[config.mk]
export PLATFORM = sky130hd
export DESIGN_NAME = sdram_write_guard
export DESIGN_NICKNAME = d
export VERILOG_FILES = /design/src/rtl/sdram_wg_pkg.sv /design/src/rtl/sdram_wg_rules.sv /design/src/rtl/sdram_wg_bank.sv /design/src/rtl/sdram_write_guard.sv
export SDC_FILE = /design/constraint.sdc
export NUM_CORES = 1
export LEC_CHECK = 0
export ABC_AREA = 1
export BUFFER_PORTS_ARGS = -buffer_cell sky130_fd_sc_hd__buf_2
export CAP_MARGIN = 20
export CORE_ASPECT_RATIO = 0.75
export CORE_MARGIN = 1.5
export CORE_UTILIZATION = 43
export CTS_BUF_LIST = sky130_fd_sc_hd__clkbuf_8
export DETAILED_ROUTE_END_ITERATION = 8
export GPL_ROUTABILITY_DRIVEN = 1
export PLACE_DENSITY = 0.68
export SLEW_MARGIN = 20
export SYNTH_ARGS = -nofsm -noshare
export SYNTH_HDL_FRONTEND = slang
export SYNTH_SLANG_ARGS = --single-unit
[constraint.sdc]
create_clock -name clk -period 4.1 [get_ports clk]
set_clock_uncertainty 0.1 [all_clocks]
set_input_delay 0.41 -clock clk [delete_from_list [all_inputs] [get_ports clk]]
set_output_delay 0.41 -clock clk [all_outputs]
set_load 0.05 [all_outputs]
[src/rtl/sdram_wg_pkg.sv]
package sdram_wg_pkg;

   typedef enum logic [2:0] {
      CMD_NOP  = 3'd0,
      CMD_ACT  = 3'd1,
      CMD_RD   = 3'd2,
      CMD_WR   = 3'd3,
      CMD_PRE  = 3'd4,
      CMD_TBST = 3'd5
   } cmd_e;

   // Lower number wins when a command could fail more than one rule.
   typedef enum logic [2:0] {
      RSN_NONE = 3'd0,
      RSN_BUSY = 3'd1,
      RSN_IDLE = 3'd2,
      RSN_RCD  = 3'd3,
      RSN_TWR  = 3'd4
   } reason_e;

   typedef enum logic [1:0] {
      BK_IDLE,
      BK_OPEN,
      BK_APEND,
      BK_PRECH
   } bank_st_e;

   typedef struct packed {
      logic idle;
      logic busy;
      logic rcd_met;
      logic wr_met;
   } bank_view_t;

endpackage

[src/rtl/sdram_wg_rules.sv]
module sdram_wg_rules
   import sdram_wg_pkg::*;
(
   input  cmd_e       cmd,
   input  bank_view_t view,
   output reason_e    reason
);

   logic is_rw;
   assign is_rw = (cmd == CMD_RD) || (cmd == CMD_WR);

   always_comb begin
      reason = RSN_NONE;
      if (cmd inside {CMD_ACT, CMD_RD, CMD_WR, CMD_PRE, CMD_TBST}) begin
         if (view.busy)
            reason = RSN_BUSY;
         else if (is_rw && view.idle)
            reason = RSN_IDLE;
         else if (is_rw && !view.rcd_met)
            reason = RSN_RCD;
         else if (cmd == CMD_PRE && !view.idle && !view.wr_met)
            reason = RSN_TWR;
      end
   end

endmodule

[src/rtl/sdram_wg_bank.sv]
module sdram_wg_bank
   import sdram_wg_pkg::*;
#(
   parameter int BL   = 4,
   parameter int TRCD = 2,
   parameter int TRAS = 8,
   parameter int TWR  = 2,
   parameter int TRP  = 2
)(
   input  logic       clk,
   input  logic       rst_n,
   input  logic       take,
   input  cmd_e       cmd,
   input  logic       a10,
   output bank_view_t view
);

   localparam int RAS_W   = $clog2(TRAS + 1);
   localparam int WR_W    = $clog2(BL + TWR);
   localparam int RP_W    = $clog2(TRP + 1);
   localparam int WR_LOAD = BL + TWR - 2;

   localparam logic [RAS_W-1:0] TRAS_V    = RAS_W'(TRAS);
   localparam logic [RAS_W-1:0] TRCD_V    = RAS_W'(TRCD);
   localparam logic [WR_W-1:0]  WR_LOAD_V = WR_W'(WR_LOAD);
   localparam logic [RP_W-1:0]  RP_LOAD_V = RP_W'(TRP - 1);
   localparam logic [RP_W-1:0]  RP_ONE    = RP_W'(1);

   bank_st_e         st, st_nx, pre_next;
   logic [RAS_W-1:0] ras_age;
   logic [WR_W-1:0]  wr_left;
   logic [RP_W-1:0]  rp_left, rp_nx;
   logic             pre_go;

   // A one-cycle row precharge returns straight to idle; longer ones count.
   generate
      if (TRP == 1) begin : g_rp_short
         assign pre_next = BK_IDLE;
      end else begin : g_rp_long
         assign pre_next = BK_PRECH;
      end
   endgenerate

   always_comb begin
      st_nx  = st;
      rp_nx  = rp_left;
      pre_go = 1'b0;
      unique case (st)
         BK_IDLE: begin
            if (take && cmd == CMD_ACT) st_nx = BK_OPEN;
         end
         BK_OPEN: begin
            if (take && cmd == CMD_WR && a10) st_nx = BK_APEND;
            else if (take && cmd == CMD_PRE)   pre_go = 1'b1;
         end
         BK_APEND: begin
            // both write recovery and minimum row-active time must be done
            if (wr_left == '0 && ras_age == TRAS_V) pre_go = 1'b1;
         end
         BK_PRECH: begin
            if (rp_left <= RP_ONE) st_nx = BK_IDLE;
            else                   rp_nx = rp_left - RP_ONE;
         end
         default: st_nx = BK_IDLE;
      endcase
      if (pre_go) begin
         st_nx = pre_next;
         rp_nx = RP_LOAD_V;
      end
   end

   always_ff @(posedge clk or negedge rst_n) begin
      if (!rst_n) begin
         st      <= BK_IDLE;
         ras_age <= '0;
         wr_left <= '0;
         rp_left <= '0;
      end else begin
         st      <= st_nx;
         rp_left <= rp_nx;
         if (take && cmd == CMD_ACT)
            ras_age <= RAS_W'(1);
         else if (ras_age != TRAS_V)
            ras_age <= ras_age + RAS_W'(1);
         if (take && cmd == CMD_WR)
            wr_left <= WR_LOAD_V;
         else if (wr_left != '0)
            wr_left <= wr_left - WR_W'(1);
      end
   end

   assign view.idle    = (st == BK_IDLE);
   assign view.busy    = (st == BK_APEND) || (st == BK_PRECH);
   assign view.rcd_met = (ras_age >= TRCD_V);
   assign view.wr_met  = (wr_left == '0);

endmodule

[src/rtl/sdram_write_guard.sv]
module sdram_write_guard
   import sdram_wg_pkg::*;
#(
   parameter  int NBANK = 4,
   parameter  int BL    = 4,
   parameter  int TRCD  = 2,
   parameter  int TRAS  = 8,
   parameter  int TWR   = 2,
   parameter  int TRP   = 2,
   localparam int BA_W  = $clog2(NBANK)
)(
   input  logic             clk,
   input  logic             rst_n,
   input  logic [2:0]       cmd_i,
   input  logic [BA_W-1:0]  bank_i,
   input  logic             a10_i,
   output logic             viol_o,
   output logic [2:0]       reason_o,
   output logic [NBANK-1:0] busy_o,
   output logic [NBANK-1:0] act_ok_o
);

   generate
      if (!(BL == 1 || BL == 2 || BL == 4 || BL == 8)) begin : g_bad_bl
         $error("burst length must be 1, 2, 4 or 8");
      end
      if (NBANK < 2 || (1 << BA_W) != NBANK) begin : g_bad_nbank
         $error("bank count must be a power of two, at least 2");
      end
      if (TRCD < 1 || TRAS < TRCD) begin : g_bad_ras
         $error("need 1 <= TRCD <= TRAS");
      end
      if (TWR < 1 || TRP < 1) begin : g_bad_wr_rp
         $error("TWR and TRP must be at least 1");
      end
   endgenerate

   cmd_e       cmd;
   reason_e    reason;
   bank_view_t views [NBANK];
   bank_view_t tgt_view;
   logic       accept;

   assign cmd      = cmd_e'(cmd_i);
   assign tgt_view = views[bank_i];

   sdram_wg_rules u_rules (
      .cmd    (cmd),
      .view   (tgt_view),
      .reason (reason)
   );

   assign accept   = (reason == RSN_NONE) && (cmd != CMD_NOP);
   assign viol_o   = (reason != RSN_NONE);
   assign reason_o = reason;

   generate
      for (genvar b = 0; b < NBANK; b++) begin : g_bank
         logic take_b;
         assign take_b = accept && (bank_i == BA_W'(b));

         sdram_wg_bank #(
            .BL   (BL),
            .TRCD (TRCD),
            .TRAS (TRAS),
            .TWR  (TWR),
            .TRP  (TRP)
         ) u_bank (
            .clk   (clk),
            .rst_n (rst_n),
            .take  (take_b),
            .cmd   (cmd),
            .a10   (a10_i),
            .view  (views[b])
         );

         assign busy_o[b]   = views[b].busy;
         assign act_ok_o[b] = views[b].idle;
      end
   endgenerate

endmodule

# After elaboration in Yosys (flattened, before gate mapping)
# Index checks and enable logic that the tools add are counted.
word_totals:
  ff_bits: 44
  latchBits: 0
  mem_bits_rw: 0
  rom_bits: 0
  input_bits: 8
  n_memories: 0
op_classes:
  addsub: 12
  multipliers: 0
  n_div: 0
  order_cmp: 9
  eq_ne: 44
  n_shift: 0
  n_mux: 72
  bitwise_logic: 1
  reduce_logical: 78
ops:
  columns: ["operator", "n"]
  rows:
  - ["two-way mux 2 bit", 28]
  - ["two-way mux 4 bit", 10]
  - ["two-way mux 3 bit", 13]
  - ["inequality test 3 x 1 -> 1 bit (second input constant)", 12]
  - ["logical AND 1 bit", 29]
  - ["one-hot mux 2 bit (3 select lines)", 4]
  - ["nonzero test 2 bit", 12]
  - ["== test 2 bit (second input constant)", 10]
  - ["nonzero test 3 bit", 6]
  - ["adder 4 x 1 -> 4 bit (second input constant)", 4]
  - ["== test 4 bit (second input constant)", 4]
  - ["greater-or-equal comparator 4 x 2 -> 1 bit (second input constant)", 4]
  - ["inequality test 4 bit (second input constant)", 4]
  - ["AND reduction 4 bit", 4]
  - ["nonzero test 4 bit", 4]
  - ["logical NOT 3 bit", 5]
  - ["two-way mux 1 bit", 12]
  - ["subtractor 3 x 1 -> 3 bit (second input constant)", 4]
  - ["== test 2 x 1 -> 1 bit (second input constant)", 5]
  - ["logical NOT 2 bit", 5]
  - ["binary-select mux 4 bit (select 2 bit)", 1]
  - ["less-or-equal comparator 2 x 1 -> 1 bit (second input constant)", 4]
  - ["inequality test 2 x 1 -> 1 bit (second input constant)", 4]
  - ["one-hot mux 1 bit (2 select lines)", 4]
  - ["10 further kinds", 24]

# Logic depth before layout (Yosys ltp)
logic_depth:
  depth_word: 22
  depth_mapped: 18

# Hierarchy
# A second synthesis with hierarchy kept.
hier_totals:
  cells_unflattened: 466
  hier_area_um2: 3453.3
by_module_without_submodules:
  columns: ["mod", "n_inst", "cells_per_inst", "area_each_um2", "seq_area_each_um2"]
  rows:
  - ["sdram_wg_bank (g_bank[0].u_bank ...)", 3, 98, 784.5, 275.3]
  - ["sdram_wg_bank (g_bank[3].u_bank)", 1, 103, 792.0, 275.3]
  - ["sdram_write_guard", 1, 49, 227.7, 0.0]
  - ["sdram_wg_rules", 1, 20, 80.1, 0.0]

# Worst setup path before layout
# Ideal clock, no wire load.
synth_timing:
  path_type: "reg2out"
  start: "register g_bank[1].u_bank.st[0]"
  end: "output viol_o"
  t_arrival_ps: 2677
  t_required_ps: 3590
  path_slack_ps: 913
  path_stages_with_launch: 12
  n_path_buf: 0
  path_cell_list: "dfrtp_1 -> inv_1 -> ha_1 -> nand2_1 -> nand2_1 -> nand2_1 -> inv_1 -> nor2_1 -> nand2_1 -> a21oi_1 -> nor2_2 -> inv_1"
synth_between:
  elab_cells_between_ends: 17
  cone_classes: "eq/ne (2); mux (8); reduce/logical (7)"
synth_lines:
  columns: ["element", "line_no", "source"]
  rows:
  - ["from (decl)", "sdram_wg_bank.sv:29", "bank_st_e st, st_nx, pre_next;"]
  - ["from (signal assigned)", "sdram_wg_bank.sv:79", "st <= st_nx;"]
  - ["logical NOT 2 bit", "sdram_wg_bank.sv:92", "assign view.idle = (st == BK_IDLE);"]
  - ["named net act_ok_o[1]", "sdram_write_guard.sv:20", "output logic [NBANK-1:0] act_ok_o"]
  - ["binary-select mux 4 bit (select 2 bit)", "sdram_write_guard.sv:45", "assign tgt_view = views[bank_i];"]
  - ["two-way mux 4 bit (implied by the code) (2 in a row)", "sdram_write_guard.sv:45", null]
  - ["logical AND 1 bit", "sdram_wg_rules.sv:17", "else if (is_rw && view.idle)"]
  - ["two-way mux 3 bit", "sdram_wg_rules.sv:17", null]
  - ["two-way mux 3 bit", "sdram_wg_rules.sv:15", "if (view.busy)"]
  - ["two-way mux 3 bit", "sdram_wg_rules.sv:14", "if (cmd inside {CMD_ACT, CMD_RD, CMD_WR, CMD_PRE, CMD_TBST}) begin"]
  - ["named net reason_o[0]", "sdram_write_guard.sv:18", "output logic [2:0] reason_o,"]
  - ["nonzero test 3 bit", "sdram_write_guard.sv:54", "assign viol_o = (reason != RSN_NONE);"]
  - ["to (decl)", "sdram_write_guard.sv:17", "output logic viol_o,"]
# The timed path passes the listed nets, and every way through them passes these cells. The select of a mux whose other input is x is not followed.

# Final worst setup path
layout_timing:
  start: "register g_bank[0].u_bank.st[0]"
  end: "output viol_o"
layout_between:
  elab_chain_len: 13
  elab_cells_between_ends: 17
  cone_classes: "eq/ne (2); mux (8); reduce/logical (7)"
layout_rtl:
  columns: ["element", "line_no", "source"]
  rows:
  - ["from (decl)", "sdram_wg_bank.sv:29", null]
  - ["from (signal assigned)", "sdram_wg_bank.sv:79", null]
  - ["logical NOT 2 bit", "sdram_wg_bank.sv:92", null]
  - ["binary-select mux 4 bit (select 2 bit) (*)", "sdram_write_guard.sv:45", null]
  - ["two-way mux 4 bit (implied by the code) (*) (2 in a row)", "sdram_write_guard.sv:45", null]
  - ["logical NOT 1 bit", "sdram_wg_rules.sv:21", "else if (cmd == CMD_PRE && !view.idle && !view.wr_met)"]
  - ["logical AND 1 bit (2 in a row)", "sdram_wg_rules.sv:21", null]
  - ["two-way mux 3 bit", "sdram_wg_rules.sv:21", null]
  - ["two-way mux 3 bit", "sdram_wg_rules.sv:19", "else if (is_rw && !view.rcd_met)"]
  - ["two-way mux 3 bit", "sdram_wg_rules.sv:17", null]
  - ["two-way mux 3 bit (*)", "sdram_wg_rules.sv:15", null]
  - ["two-way mux 3 bit (*)", "sdram_wg_rules.sv:14", null]
  - ["nonzero test 3 bit (*)", "sdram_write_guard.sv:54", null]
# Every way passes the cells marked *; elsewhere a longest branch is shown, timed or not. The select of a mux whose other input is x is not followed.

==> run summary <==
Setup violations remaining at the end of the flow were counted as 0. Cell chosen for the clock root: sky130_fd_sc_hd__clkbuf_8. The final max-slew violation count is 0. The portion of synthesized cell area occupied by the leading cell type works out to 35.6%.

The die is 76.4 µm tall. Across all hold checks on the routed design, the worst slack comes to 7.73 ps. The total power density per cell area came out at 790 mW/mm². For the worst slack after detailed placement, the log shows 1580 ps. For this configuration, the core starts out at a cell density of 44.8%. The aggregate negative setup slack was 0 ps; the slew of the pin with the lowest slew margin was 952 ps. The fraction of layout cells with a size suffix above 1 was 10.6%. Measured on the finished design, the core utilization comes to 49.3%.

The vias per cell was 4.88; the placement row count was 26. The worst pin sits at a relative slew slack of 36.0%. The total wire length after detailed routing is 6340 µm, and the x dimension of the die is 101 µm. In this run the post-CTS setup repair buffer count came out at 0.

Sequential elements use 35.6% of the synthesized area. Summing over every cut layer, the via total after detailed routing is 2584. The final layout contains 479 nets. Including well taps, the total number of placed cells is 522. In this run the worst path has a maximum fanout of 5. In the synthesized netlist, the number of instances is 405. The instance area after placement came out at 0.00331 mm².

The global-route wire length before repair is 10900 µm, and the first-iteration detailed-routing DRC count is 167. The highest achievable clock rate was 353 MHz; the number of flops mapped to enable cells by yosys was 0. Critical path startpoint category: a flip-flop. The area growth from synthesis to layout is 10.0%. The tools report the total routing usage reported by global routing as 17.9%. Library cell occupying the most area in the post-synthesis netlist: sky130_fd_sc_hd__dfrtp_1. The finished cells cover 0.00340 mm². TritonCTS built the clock tree. Yosys attributes the largest share of cell area to sky130_fd_sc_hd__dfrtp_1 36%, sky130_fd_sc_hd__ha_1 16%, sky130_fd_sc_hd__nand2_1 11%. Number of design rule violations left after detail routing: 0.

The count of max-cap constraint violations came out at 0. The final critical path takes up 69.0% of the cycle. Before antenna repair, the detailed router went through 4 iterations. Dividing the synthesized area by the synthesized cell count gives 7.63 µm². The clock drives 44 sinks. For the worst-skew pair, the clock arrives at the later sink with an insertion delay of 300 ps. Gates resized during post-CTS repair numbered 0.

The core region is 0.00690 mm². Routability-driven placement finished with a final weighted congestion of 0.845. Leading register cell type out of synthesis: sky130_fd_sc_hd__dfrtp_1. The number of antenna diodes in the final layout is 0. The run gives 2320 ps as the worst endpoint data arrival time. Setup repair after global routing left no endpoint under its margin. The number of buffers inserted by port buffering was 19; the total power draw was 2.68 mW. The floorplan step defined a die boundary enclosing 0.00771 mm². The tools report the data required time at the worst endpoint as 3590 ps. After global routing the overflow that remains totals 0. Counting the buffers created by CTS gives 5.

The detailed placer's ending HPWL was 4970 µm; the maximum buffer depth of the clock tree was 2. The flow ran to the end, and the final reports show no timing, DRC or antenna violations. The number of synthesized register bits was 44; the final critical delay including setup and external delays was 2830 ps. The count of nets left with antenna violations once routing finished came out at 0.

The Yosys warning count is 0. The tools report the count of distinct cell types in the synthesized netlist as 26. Ranked by instance count, the synthesized netlist is headed by 89 x sky130_fd_sc_hd__nand2_1, 64 x sky130_fd_sc_hd__inv_1, 44 x sky130_fd_sc_hd__dfrtp_1. For the number of global-route vias before repair, the log shows 2374. The tightest min-delay check is of the primary input to asynchronous set/reset pin type.

The worst setup path is captured at an output pin. The count of hold-fix buffers inserted at cts was 0. The critical path in this run is classified as flip-flop to output pin. In the final routed layout, each cell accounts on average for 12.0 µm. The logs give 1.88 nW for the static power due to leakage and 1550 ps for the setup slack of the most critical reg-to-reg path.

Most common cell in the synthesized netlist: sky130_fd_sc_hd__nand2_1. The logs give 0 for the number of antenna violations at the first check in global routing and 530 for the final instance count without filler cells. Final worst slack: 1270 ps. Entering global routing, the biggest net connects 45 pins.

The filler cells instantiated in the layout total 672. The number of H-tree branching levels is 2, and the async set or reset register ratio after synthesis is 100%. The count of endpoints failing hold in the final timing report came out at 0.

In this run the count of I/O pins placed on the die edge is 20. After synthesis the cells add up to 0.00309 mm². After clock tree synthesis, the clock-pin slew on the worst setup and hold paths is 80 ps. The post-synthesis net count is 453. For the largest vdd supply drop, the log shows 415 µV.
## layout make-up
class	instances	area (µm²)	share of cell area, %
Clock buffer	6	82.6	2.43
Multi-Input combinational cell	295	1740	51.2
Tap cell	98	123	3.61
Sequential cell	44	1100	32.4
Inverter	66	248	7.29
Timing Repair Buffer	19	97.6	2.87
Clock inverter	2	7.51	0.221
## worst paths after layout
| check | to | from | depth (start not counted) |
|---|---|---|---|
| max in group asynchronous | g_bank[3].u_bank.wr_left[2] | rst_n | 1 |
| hold reg to reg | g_bank[0].u_bank.wr_left[0] | g_bank[0].u_bank.wr_left[0] | 2 |
| setup reg to reg | g_bank[1].u_bank.st[1] | g_bank[0].u_bank.st[0] | 13 |
| min in group clk | g_bank[0].u_bank.wr_left[0] | g_bank[0].u_bank.wr_left[0] | 2 |
| hold / removal | g_bank[0].u_bank.ras_age[2] | rst_n | 1 |
| setup / recovery | viol_o | g_bank[0].u_bank.st[0] | 13 |
## per-layer routing
| metal | wire [µm] | track usage [%] | vias to the layer above |
|---|---|---|---|
| li1 | - | - | 1348 |
| met4 | 102 | 6.34 | 0 |
| met1 | 3320 | 25.9 | 1183 |
| met2 | 2640 | 26.0 | 45 |
| met5 | 0 | 0 | - |
| met3 | 286 | 4.04 | 8 |
## power by group
| part | total (mW) | switching (mW) | internal (mW) |
|---|---|---|---|
| logic | 1.56 | 0.987 | 0.570 |
| registers | 0.845 | 0.183 | 0.662 |
| clock network | 0.282 | 0.150 | 0.133 |
| total | 2.68 | 1.32 | 1.37 |
## critical path, cell delays in order, from the launching register on
cell,delay (ps)
sky130_fd_sc_hd__dfrtp_1,410
sky130_fd_sc_hd__inv_1,80
sky130_fd_sc_hd__ha_1,210
sky130_fd_sc_hd__or2_2,310
sky130_fd_sc_hd__nand2_1,80
sky130_fd_sc_hd__nand2_2,70
sky130_fd_sc_hd__nor2_4,150
sky130_fd_sc_hd__nand2_2,60
sky130_fd_sc_hd__nor2_2,120
sky130_fd_sc_hd__inv_1,50
sky130_fd_sc_hd__nand2_1,70
sky130_fd_sc_hd__nor2_2,60
sky130_fd_sc_hd__inv_1,90
sky130_fd_sc_hd__buf_2,260
## cell usage in the layout, fill, tap and decap left out, types with 2 or more instances in the layout
master | netlist | final
sky130_fd_sc_hd__nand2_1 | 89 | 89
sky130_fd_sc_hd__ha_1 | 40 | 40
sky130_fd_sc_hd__mux2i_1 | 3 | 3
sky130_fd_sc_hd__dfrtp_1 | 44 | 44
sky130_fd_sc_hd__a21oi_2 | 4 | 4
sky130_fd_sc_hd__nor2_2 | 2 | 2
sky130_fd_sc_hd__xnor2_1 | 7 | 7
sky130_fd_sc_hd__buf_2 | 0 | 18
sky130_fd_sc_hd__nor2_1 | 42 | 42
sky130_fd_sc_hd__inv_2 | 2 | 2
sky130_fd_sc_hd__xor2_1 | 3 | 3
sky130_fd_sc_hd__nor3_1 | 8 | 8
sky130_fd_sc_hd__or2_2 | 8 | 8
sky130_fd_sc_hd__nand4_1 | 5 | 5
sky130_fd_sc_hd__nand3_1 | 40 | 40
sky130_fd_sc_hd__o21ai_0 | 11 | 11
sky130_fd_sc_hd__inv_1 | 64 | 66
sky130_fd_sc_hd__clkbuf_8 | 0 | 6
sky130_fd_sc_hd__a21oi_1 | 14 | 14
sky130_fd_sc_hd__a211oi_1 | 6 | 6
sky130_fd_sc_hd__o31ai_1 | 3 | 3
sky130_fd_sc_hd__nand2_2 | 4 | 4
## flip-flops by register name, summed over array words and instances, names as in the netlist
| register | flops |
|---|---|
| g_bank.u_bank.ras_age | 16 |
| g_bank.u_bank.wr_left | 12 |
| g_bank.u_bank.rp_left | 8 |
| g_bank.u_bank.st | 8 |
## cells by family after synthesis
kind of cell,count (synthesis),share of synthesized area [%]
DFF,44,35.6
muxes,3,0.972
buffers and inverters,66,8.02
xor gates and xnor gates,10,2.84
adders and majority gates,40,16.2
AOI/OAI and AO/OA,40,7.78
and+or+nand+nor,202,28.6
(Power assumes the default switching activity.)
